==> src/rtl/mdio_fe_pkg.sv <==
// Package: frame geometry and state encoding shared by the management
// frame engine modules. Assumes clause-22 style frames of fixed length.
package mdio_fe_pkg;
    localparam int PRE_BITS  = 32;
    localparam int ADDR_W    = 5;
    localparam int DATA_W    = 16;
    localparam int TA_BITS   = 2;
    localparam int TAIL_BITS = 3;
    localparam int HDR_BITS  = 4 + 2 * ADDR_W;
    localparam int WR_BITS   = PRE_BITS + HDR_BITS + TA_BITS + DATA_W;
    localparam int RD_DRIVE  = PRE_BITS + HDR_BITS;
    localparam int RD_BITS   = RD_DRIVE + TA_BITS + DATA_W + TAIL_BITS;

    localparam logic [1:0] SOF_CODE = 2'b01;
    localparam logic [1:0] OP_WRITE = 2'b01;
    localparam logic [1:0] OP_READ  = 2'b10;
    localparam logic [1:0] TA_WRITE = 2'b10;

    typedef enum logic [2:0] {
        ST_PROBE_DRV,
        ST_PROBE_REL,
        ST_IDLE,
        ST_SHIFT,
        ST_FAULT
    } seq_state_e;
endpackage

==> src/rtl/mdio_bit_timer.sv <==
// Bit timer: while run is high, produces the management clock as a low
// phase then a high phase, each half_div system clocks long (0 acts as 1).
// Strobes low_end in the last cycle of a low phase and bit_end in the last
// cycle of a high phase. Assumes half_div is stable while run is high.
module mdio_bit_timer #(
    parameter int DIV_W = 8
) (
    input  logic             clk,
    input  logic             rst_n,
    input  logic             run,
    input  logic [DIV_W-1:0] half_div,
    output logic             mdc,
    output logic             low_end,
    output logic             bit_end
);
    logic [DIV_W-1:0] cnt;
    logic             phase_hi;
    logic [DIV_W-1:0] lim_m1;
    logic             wrap;

    // Last count value of a phase, with 0 treated as 1.
    always_comb lim_m1 = (half_div == '0) ? '0 : half_div - 1'b1;

    assign wrap    = run && (cnt == lim_m1);
    assign low_end = wrap && !phase_hi;
    assign bit_end = wrap && phase_hi;
    assign mdc     = phase_hi;

    // Phase counter and clock phase; parked low while stopped.
    always_ff @(posedge clk) begin
        if (!rst_n || !run) begin
            cnt      <= '0;
            phase_hi <= 1'b0;
        end else if (wrap) begin
            cnt      <= '0;
            phase_hi <= ~phase_hi;
        end else begin
            cnt <= cnt + 1'b1;
        end
    end

    a_r4_parked_low: assert property (@(posedge clk) disable iff (!rst_n)
        !run |=> !mdc);
    a_r4_rise_after_low: assert property (@(posedge clk) disable iff (!rst_n)
        $rose(mdc) |-> $past(low_end));
endmodule

==> src/rtl/mdio_frame_seq.sv <==
// Frame sequencer: probes the two data lines after reset, then accepts
// requests, shifts out a preamble plus frame MSB first, and collects read
// data at the sample point of the selected port. Assumes the bit timer
// strobes arrive only while run is high.
module mdio_frame_seq
    import mdio_fe_pkg::*;
#(
    parameter logic [ADDR_W-1:0] EXT_PHY_ADDR = 5'h00,
    parameter logic [ADDR_W-1:0] INT_PHY_ADDR = 5'h01
) (
    input  logic              clk,
    input  logic              rst_n,
    input  logic              low_end,
    input  logic              bit_end,
    input  logic              req_valid,
    input  logic              req_write,
    input  logic [ADDR_W-1:0] req_reg,
    input  logic [DATA_W-1:0] req_wdata,
    input  logic              ext_in,
    input  logic              int_in,
    output logic              run,
    output logic              probe_drive,
    output logic              drv_o,
    output logic              drv_oe,
    output logic              sel_ext,
    output logic              port_err,
    output logic              busy,
    output logic              done,
    output logic [DATA_W-1:0] rd_data
);
    localparam int BIT_W = $clog2(RD_BITS + 1);
    localparam logic [BIT_W-1:0] WR_LAST = BIT_W'(WR_BITS - 1);
    localparam logic [BIT_W-1:0] RD_LAST = BIT_W'(RD_BITS - 1);
    localparam logic [BIT_W-1:0] WR_DRV  = BIT_W'(WR_BITS);
    localparam logic [BIT_W-1:0] RD_DRV  = BIT_W'(RD_DRIVE);
    localparam logic [BIT_W-1:0] WIN_LO  = BIT_W'(RD_DRIVE + TA_BITS);
    localparam logic [BIT_W-1:0] WIN_HI  = BIT_W'(RD_DRIVE + TA_BITS + DATA_W);

    seq_state_e         st;
    logic [WR_BITS-1:0] shreg;
    logic [BIT_W-1:0]   bit_idx;
    logic               is_wr;
    logic [DATA_W-1:0]  cap;
    logic               din;
    logic               samp_tick;
    logic               in_win;
    logic [ADDR_W-1:0]  phy_addr;

    assign din       = sel_ext ? ext_in : int_in;
    assign samp_tick = sel_ext ? low_end : bit_end;
    assign in_win    = (bit_idx >= WIN_LO) && (bit_idx < WIN_HI);
    assign phy_addr  = sel_ext ? EXT_PHY_ADDR : INT_PHY_ADDR;

    assign run         = (st == ST_PROBE_DRV) || (st == ST_PROBE_REL) || (st == ST_SHIFT);
    assign busy        = run;
    assign probe_drive = (st == ST_PROBE_DRV);
    assign drv_oe      = (st == ST_SHIFT) && (bit_idx < (is_wr ? WR_DRV : RD_DRV));
    assign drv_o       = shreg[WR_BITS-1];

    // Probe, request acceptance, bit shifting and read capture.
    always_ff @(posedge clk) begin
        if (!rst_n) begin
            st       <= ST_PROBE_DRV;
            sel_ext  <= 1'b0;
            port_err <= 1'b0;
            done     <= 1'b0;
            rd_data  <= '0;
            shreg    <= '0;
            bit_idx  <= '0;
            is_wr    <= 1'b0;
            cap      <= '0;
        end else begin
            done <= 1'b0;
            case (st)
                ST_PROBE_DRV: if (bit_end) st <= ST_PROBE_REL;
                ST_PROBE_REL: begin
                    if (bit_end) begin
                        if (ext_in) begin
                            sel_ext <= 1'b1;
                            st      <= ST_IDLE;
                        end else if (int_in) begin
                            sel_ext <= 1'b0;
                            st      <= ST_IDLE;
                        end else begin
                            port_err <= 1'b1;
                            st       <= ST_FAULT;
                        end
                    end
                end
                ST_IDLE: begin
                    if (req_valid) begin
                        st      <= ST_SHIFT;
                        is_wr   <= req_write;
                        bit_idx <= '0;
                        shreg   <= {{PRE_BITS{1'b1}}, SOF_CODE,
                                    req_write ? OP_WRITE : OP_READ,
                                    phy_addr, req_reg,
                                    req_write ? TA_WRITE : 2'b11,
                                    req_write ? req_wdata : {DATA_W{1'b1}}};
                    end
                end
                ST_SHIFT: begin
                    if (samp_tick && in_win) cap <= {cap[DATA_W-2:0], din};
                    if (bit_end) begin
                        shreg   <= {shreg[WR_BITS-2:0], 1'b1};
                        bit_idx <= bit_idx + 1'b1;
                        if (bit_idx == (is_wr ? WR_LAST : RD_LAST)) begin
                            st   <= ST_IDLE;
                            done <= 1'b1;
                            if (!is_wr) rd_data <= cap;
                        end
                    end
                end
                default: st <= ST_FAULT;
            endcase
        end
    end

    a_r10_done_not_busy: assert property (@(posedge clk) disable iff (!rst_n)
        done |-> !busy);
    a_r10_done_single: assert property (@(posedge clk) disable iff (!rst_n)
        done |=> !done);
    a_r3_fault_sticks: assert property (@(posedge clk) disable iff (!rst_n)
        (st == ST_FAULT) |=> (st == ST_FAULT) && !busy);
endmodule

==> src/rtl/mdio_port_mux.sv <==
// Port steering: during the probe both lines are driven high; otherwise
// the frame output goes only to the selected port. Assumes sel_ext is
// stable for the whole of a frame.
module mdio_port_mux (
    input  logic clk,
    input  logic rst_n,
    input  logic probe_drive,
    input  logic sel_ext,
    input  logic drv_o,
    input  logic drv_oe,
    output logic ext_o,
    output logic ext_oe,
    output logic int_o,
    output logic int_oe
);
    // Route the frame driver to one port, or both during the probe.
    always_comb begin
        ext_oe = probe_drive || (sel_ext && drv_oe);
        int_oe = probe_drive || (!sel_ext && drv_oe);
        ext_o  = probe_drive || drv_o;
        int_o  = probe_drive || drv_o;
    end

    a_r11_one_port: assert property (@(posedge clk) disable iff (!rst_n)
        !probe_drive |-> !(ext_oe && int_oe));
endmodule

==> src/rtl/mdio_mgmt_engine.sv <==
// Top of the two-port serial management frame engine. Probes for the PHY
// port after reset, then runs read and write frames on request. Assumes
// half_div is held stable while busy and requests are single-cycle strobes.
module mdio_mgmt_engine
    import mdio_fe_pkg::*;
#(
    parameter int                DIV_W        = 8,
    parameter logic [ADDR_W-1:0] EXT_PHY_ADDR = 5'h00,
    parameter logic [ADDR_W-1:0] INT_PHY_ADDR = 5'h01
) (
    input  logic              clk,
    input  logic              rst_n,
    input  logic [DIV_W-1:0]  half_div,
    input  logic              req_valid,
    input  logic              req_write,
    input  logic [ADDR_W-1:0] req_reg,
    input  logic [DATA_W-1:0] req_wdata,
    output logic              busy,
    output logic              done,
    output logic [DATA_W-1:0] rd_data,
    output logic              port_ext,
    output logic              port_err,
    output logic              mdc,
    output logic              ext_mdio_o,
    output logic              ext_mdio_oe,
    input  logic              ext_mdio_i,
    output logic              int_mdio_o,
    output logic              int_mdio_oe,
    input  logic              int_mdio_i
);
    logic run, low_end, bit_end, probe_drive, drv_o, drv_oe;

    mdio_bit_timer #(.DIV_W(DIV_W)) timer_i (
        .clk(clk), .rst_n(rst_n), .run(run), .half_div(half_div),
        .mdc(mdc), .low_end(low_end), .bit_end(bit_end)
    );

    mdio_frame_seq #(.EXT_PHY_ADDR(EXT_PHY_ADDR), .INT_PHY_ADDR(INT_PHY_ADDR)) seq_i (
        .clk(clk), .rst_n(rst_n), .low_end(low_end), .bit_end(bit_end),
        .req_valid(req_valid), .req_write(req_write), .req_reg(req_reg),
        .req_wdata(req_wdata), .ext_in(ext_mdio_i), .int_in(int_mdio_i),
        .run(run), .probe_drive(probe_drive), .drv_o(drv_o), .drv_oe(drv_oe),
        .sel_ext(port_ext), .port_err(port_err), .busy(busy), .done(done),
        .rd_data(rd_data)
    );

    mdio_port_mux mux_i (
        .clk(clk), .rst_n(rst_n), .probe_drive(probe_drive), .sel_ext(port_ext),
        .drv_o(drv_o), .drv_oe(drv_oe),
        .ext_o(ext_mdio_o), .ext_oe(ext_mdio_oe),
        .int_o(int_mdio_o), .int_oe(int_mdio_oe)
    );

    a_r10_done_after_busy: assert property (@(posedge clk) disable iff (!rst_n)
        done |-> $past(busy));
endmodule

==> config.mk <==
export PLATFORM = sky130hd
export DESIGN_NAME = mdio_mgmt_engine
export DESIGN_NICKNAME = d
export VERILOG_FILES = /design/src/rtl/mdio_fe_pkg.sv /design/src/rtl/mdio_bit_timer.sv /design/src/rtl/mdio_frame_seq.sv /design/src/rtl/mdio_port_mux.sv /design/src/rtl/mdio_mgmt_engine.sv
export SDC_FILE = /design/constraint.sdc
export NUM_CORES = 1
export LEC_CHECK = 0
export BUFFER_PORTS_ARGS = -buffer_cell sky130_fd_sc_hd__buf_2
export CAP_MARGIN = 10
export CORE_MARGIN = 5
export CORE_UTILIZATION = 43
export DETAILED_ROUTE_END_ITERATION = 7
export GPL_ROUTABILITY_DRIVEN = 0
export GPL_TIMING_DRIVEN = 0
export PLACE_DENSITY_LB_ADDON = 0.2
export REMOVE_ABC_BUFFERS = 1
export SLEW_MARGIN = 20
export SYNTH_ARGS = -nofsm -noshare
export SYNTH_HDL_FRONTEND = slang
export SYNTH_HIERARCHICAL = 1
export SYNTH_SLANG_ARGS = --single-unit
==> constraint.sdc <==
create_clock -name clk -period 3.9 [get_ports clk]
set_clock_uncertainty 0.05 [all_clocks]
set_input_delay 0.39 -clock clk [delete_from_list [all_inputs] [get_ports clk]]
set_output_delay 0.39 -clock clk [all_outputs]
set_load 0.05 [all_outputs]
==> flow_summary_export.csv <==
group,metric,value,unit
flow_run,maxCapViolCount,0,
global_routing,initial_antenna_violation_count,0,
global_routing,largest_net_degree_at_the_start_of_global_routing,64,
critical_path,setup.reg_to_reg.worst_slack,0.25,ns
critical_path,cp_slowest_cell,"sky130_fd_sc_hd__dfxtp_4",
final_layout,final_non_filler_cells,848,
clocking,htreeDepth,4,
place,hpwlAfterDp,7660,um
final_layout,synthToLayoutAreaGrowth,19.2,%
clocking,clk_latency,0.41,ns
routing,via_count,4774,
critical_path,arrival_worst_endpoint,3.93,ns
synth,async_reset_ff_frac,0,
global_routing,grt_pass1_vias,4579,
critical_path,worstReg2RegStart,"seq_i/st[0]$_SDFFE_PN0P_",
synth,synth_area_leaders,"sky130_fd_sc_hd__dfxtp_1 (43%), sky130_fd_sc_hd__mux2i_1 (6.7%), sky130_fd_sc_hd__a311oi_1 (6.3%), sky130_fd_sc_hd__a21oi_1 (5.1%), sky130_fd_sc_hd__nand2_1 (4.9%)",
routing,route.final.wire_length,12600,um
routing,post_drt_wl_per_cell,14.9,um
critical_path,crit_path_end_kind,"register",
die,initial_core_util,0.439,
routing,dr.pass1.iters,5,
critical_path,critical_path_required,4.18,ns
pwr,worst_ir_drop_vdd,0.304,mV
place,buffer_ports.inserted,59,
clocking,cts.root.buffer_cell,"sky130_fd_sc_hd__clkbuf_16",
final_layout,final_core_util,0.524,
clocking,tritoncts,"done",
min_path,min_path_cells,3,
sta,post-route-period-util,0.935,
critical_path,cells_along_the_critical_path,"inv_1 > a21oi_1 > nand2_1 > a2111o_1 > nor4_1 > nand2_1 > nor2_4 > mux2i_2 > or4_1 > a21oi_1",
die,boundaryPins,60,
outcome,run_status,"completed",
sta,relSlewSlack,0.338,
critical_path,critical_path_class,"register to register",
routing,ant_nets,0,
synth,syn_inst,628,
critical_path,worstRegToRegCells,10,
critical_path,reg2reg_to,"seq_i/bit_idx[3]$_SDFFE_PN0P_",
sta,min_period,3.65,ns
final_layout,nets,706,
routing,detail_route.drc_violations,0,
global_routing,grt_usage,0.172,
critical_path,max_stage_delay,0.57,ns
synth,yosys.cell_types.count,71,
synth,yosys.area.top_type,"sky130_fd_sc_hd__dfxtp_1",
global_routing,grt-ovfl-total,0,
clocking,cts_made_buffers,17,
final_layout,drive_gt1_frac,0.178,
clocking,ctsLongestPathBuffers,2,
clocking,clkSinkCount,119,
synth,yosys_warnings,6,
pwr,p_leak,2.45,nW
die,dieArea,15300,um2
synth,ys_seq_elements,119,
sta,final_setup_slack_of_the_worst_path,0.255,ns
sta,final_count_of_pins_violating_max_slew,0,
synth,synth_seq_area_share,0.430,
place,post-place-ws,-1.03,ns
synth,synth_edf_count,0,
sta,report.final.hold_viol_count,0,
sta,worst_slew_pin_slew,0.973,ns
critical_path,crit_path_start_kind,"register",
routing,post_drt_via_cell_ratio,5.63,
die,design.core.area,12600,um2
clocking,clk_pin_slew,0.06,ns
sta,final_setup_violation_count,0,
global_routing,global_route_wire_length_before_repair,21400,um
min_path,whs_endpoint,"seq_i/shreg[20]$_SDFFE_PN0P_",
sta,fin_worst_hold_slack,0.199,ns
critical_path,cp-startpoint,"seq_i/st[0]$_SDFFE_PN0P_",
min_path,holdCritStartpoint,"req_reg[2]",
final_layout,insertedDiodeCount,0,
routing,initialDrtViolationCount,311,
sta,rsz0062_at_grt,"false",
die,fp-row-count,41,
synth,avgSynthCellArea,8.83,um2
synth,synth_top_area_frac,0.430,
die,chipWidth,124,um
min_path,min-delay-path-class,"primary input to register",
die,chipHeight,124,um
synth,most_used_flip_flop_cell_after_synthesis,"sky130_fd_sc_hd__dfxtp_1",
place,post-place-cells,812,
synth,combined_area_of_all_synthesized_cells,5550,um2
critical_path,worstPathMaxFanout,26,
pwr,power.density_cell_area,448,nW/um2
sta,max_freq,0.274,GHz
-- flip-flops by register name, summed over array words and instances (netlist names) --
signal	cells
seq_i/bit_idx	7
seq_i/port_err	1
seq_i/cap	16
seq_i/st	3
seq_i/is_wr	1
timer_i/cnt	8
seq_i/rd_data	16
seq_i/done	1
seq_i/shreg	64
timer_i/mdc	1
seq_i/sel_ext	1
-- placed cells by master (no fill, tap or decap), types with 3 or more instances in the layout --
cell	synthesis	routed
sky130_fd_sc_hd__a21oi_1	57	57
sky130_fd_sc_hd__a311oi_1	40	40
sky130_fd_sc_hd__and2_1	3	3
sky130_fd_sc_hd__and3_1	4	4
sky130_fd_sc_hd__buf_2	10	58
sky130_fd_sc_hd__buf_4	4	5
sky130_fd_sc_hd__bufinv_16	0	3
sky130_fd_sc_hd__clkbuf_16	0	17
sky130_fd_sc_hd__clkinvlp_4	0	3
sky130_fd_sc_hd__dfxtp_1	119	118
sky130_fd_sc_hd__ha_1	8	8
sky130_fd_sc_hd__inv_1	47	47
sky130_fd_sc_hd__inv_6	0	7
sky130_fd_sc_hd__mux2i_1	37	36
sky130_fd_sc_hd__nand2_1	73	73
sky130_fd_sc_hd__nand2b_1	4	4
sky130_fd_sc_hd__nand3_1	12	12
sky130_fd_sc_hd__nand4_1	8	8
sky130_fd_sc_hd__nor2_1	35	33
sky130_fd_sc_hd__nor2_4	0	3
sky130_fd_sc_hd__nor3_1	4	4
sky130_fd_sc_hd__nor3b_1	16	16
sky130_fd_sc_hd__nor4_1	4	4
sky130_fd_sc_hd__o211ai_1	3	3
sky130_fd_sc_hd__o21ai_0	10	10
sky130_fd_sc_hd__o31ai_1	5	5
sky130_fd_sc_hd__o32ai_1	18	18
sky130_fd_sc_hd__or4_1	6	6
sky130_fd_sc_hd__xnor2_1	8	8
sky130_fd_sc_hd__xor2_1	4	4
-- timing repair --
item / CTS / global route
pin swaps: 1 / 1
setup buffers: 0 / 2
hold buffers: 0 / 0
cloned: 2 / 0
resized for setup: 5 / 2
setup endpoints to repair: 87 / 45
-- per-stage QoR --
step | cell area, um2 | power, W | setup TNS [ns]
2_1_floorplan | 5310 | 0.00131 | -183.11
3_3_place_gp | 5820 | 0.00135 | -296.50
4_1_cts | 6580 | 0.00299 | 0
6_report | 6610 | 0.00296 | 0
3_5_place_dp | 5920 | 0.00136 | -60.94
5_1_grt | 6610 | 0.00306 | 0
-- metal layers --
layer / up-vias / GRT usage / wire length, um
met3: 13 / 0.0489 / 666
met4: 0 / 0.0651 / 170
met5: - / 0 / 0
met2: 94 / 0.274 / 5900
li1: 2358 / - / -
met1: 2309 / 0.220 / 5900
-- layout make-up --
type / instances / area (um2)
clock buffers: 17 / 425
clock inverters: 15 / 191
fillers: 1196 / 6010
inverters: 48 / 181
multi-input cells: 411 / 2810
flip-flops and latches: 119 / 2390
well taps: 172 / 215
repair buffers: 66 / 403
-- kinds of logic (layout without fill, tap and decap cells) --
kind of cell	after synthesis	in the layout	synth area share
mux	39	40	0.0708
xor+xnor	12	12	0.0190
buf+inv	100	146	0.0754
fa+ha+maj	8	8	0.0181
flops	119	119	0.430
compound gates	158	158	0.203
simple gates	192	193	0.184
-- worst max-delay path: cells and delay by family (launching register included) --
kind            cells  cell delay (ns)
simple gates        5             1.61
mux                 1             0.36
buf+inv             1             0.07
flops               1             0.57
compound gates      3             0.89
-- synthesized netlist by cell type (5+ instances only) --
library cell               number
sky130_fd_sc_hd__nor3b_1       16
sky130_fd_sc_hd__o31ai_1        5
sky130_fd_sc_hd__inv_1         47
sky130_fd_sc_hd__o32ai_1       18
sky130_fd_sc_hd__a21oi_1       57
sky130_fd_sc_hd__ha_1           8
sky130_fd_sc_hd__or4_1          6
sky130_fd_sc_hd__mux2i_1       37
sky130_fd_sc_hd__nand4_1        8
sky130_fd_sc_hd__clkbuf_1      32
sky130_fd_sc_hd__xnor2_1        8
sky130_fd_sc_hd__a311oi_1      40
sky130_fd_sc_hd__nand3_1       12
sky130_fd_sc_hd__buf_2         10
sky130_fd_sc_hd__nor2_1        35
sky130_fd_sc_hd__o21ai_0       10
sky130_fd_sc_hd__nand2_1       73
sky130_fd_sc_hd__dfxtp_1      119
-- power by group --
group | internal [W] | switching (W)
combinational | 0.0000410 | 0.0000699
sequential | 0.00122 | 0.00000467
clock | 0.00102 | 0.000606
-- how the worst max path moves through the flow --
stage,to,slack (ns)
floorplan,seq_i/shreg[0]$_SDFFE_PN0P_,-2.50
global placement,seq_i/shreg[17]$_SDFFE_PN0P_,-4.03
detailed placement,seq_i/shreg[1]$_SDFFE_PN0P_,-1.03
CTS,seq_i/shreg[16]$_SDFFE_PN0P_,0.16
global route,seq_i/shreg[16]$_SDFFE_PN0P_,0.02
finish,seq_i/bit_idx[3]$_SDFFE_PN0P_,0.25
No activity file was read; power rests on OpenSTA's default activity.
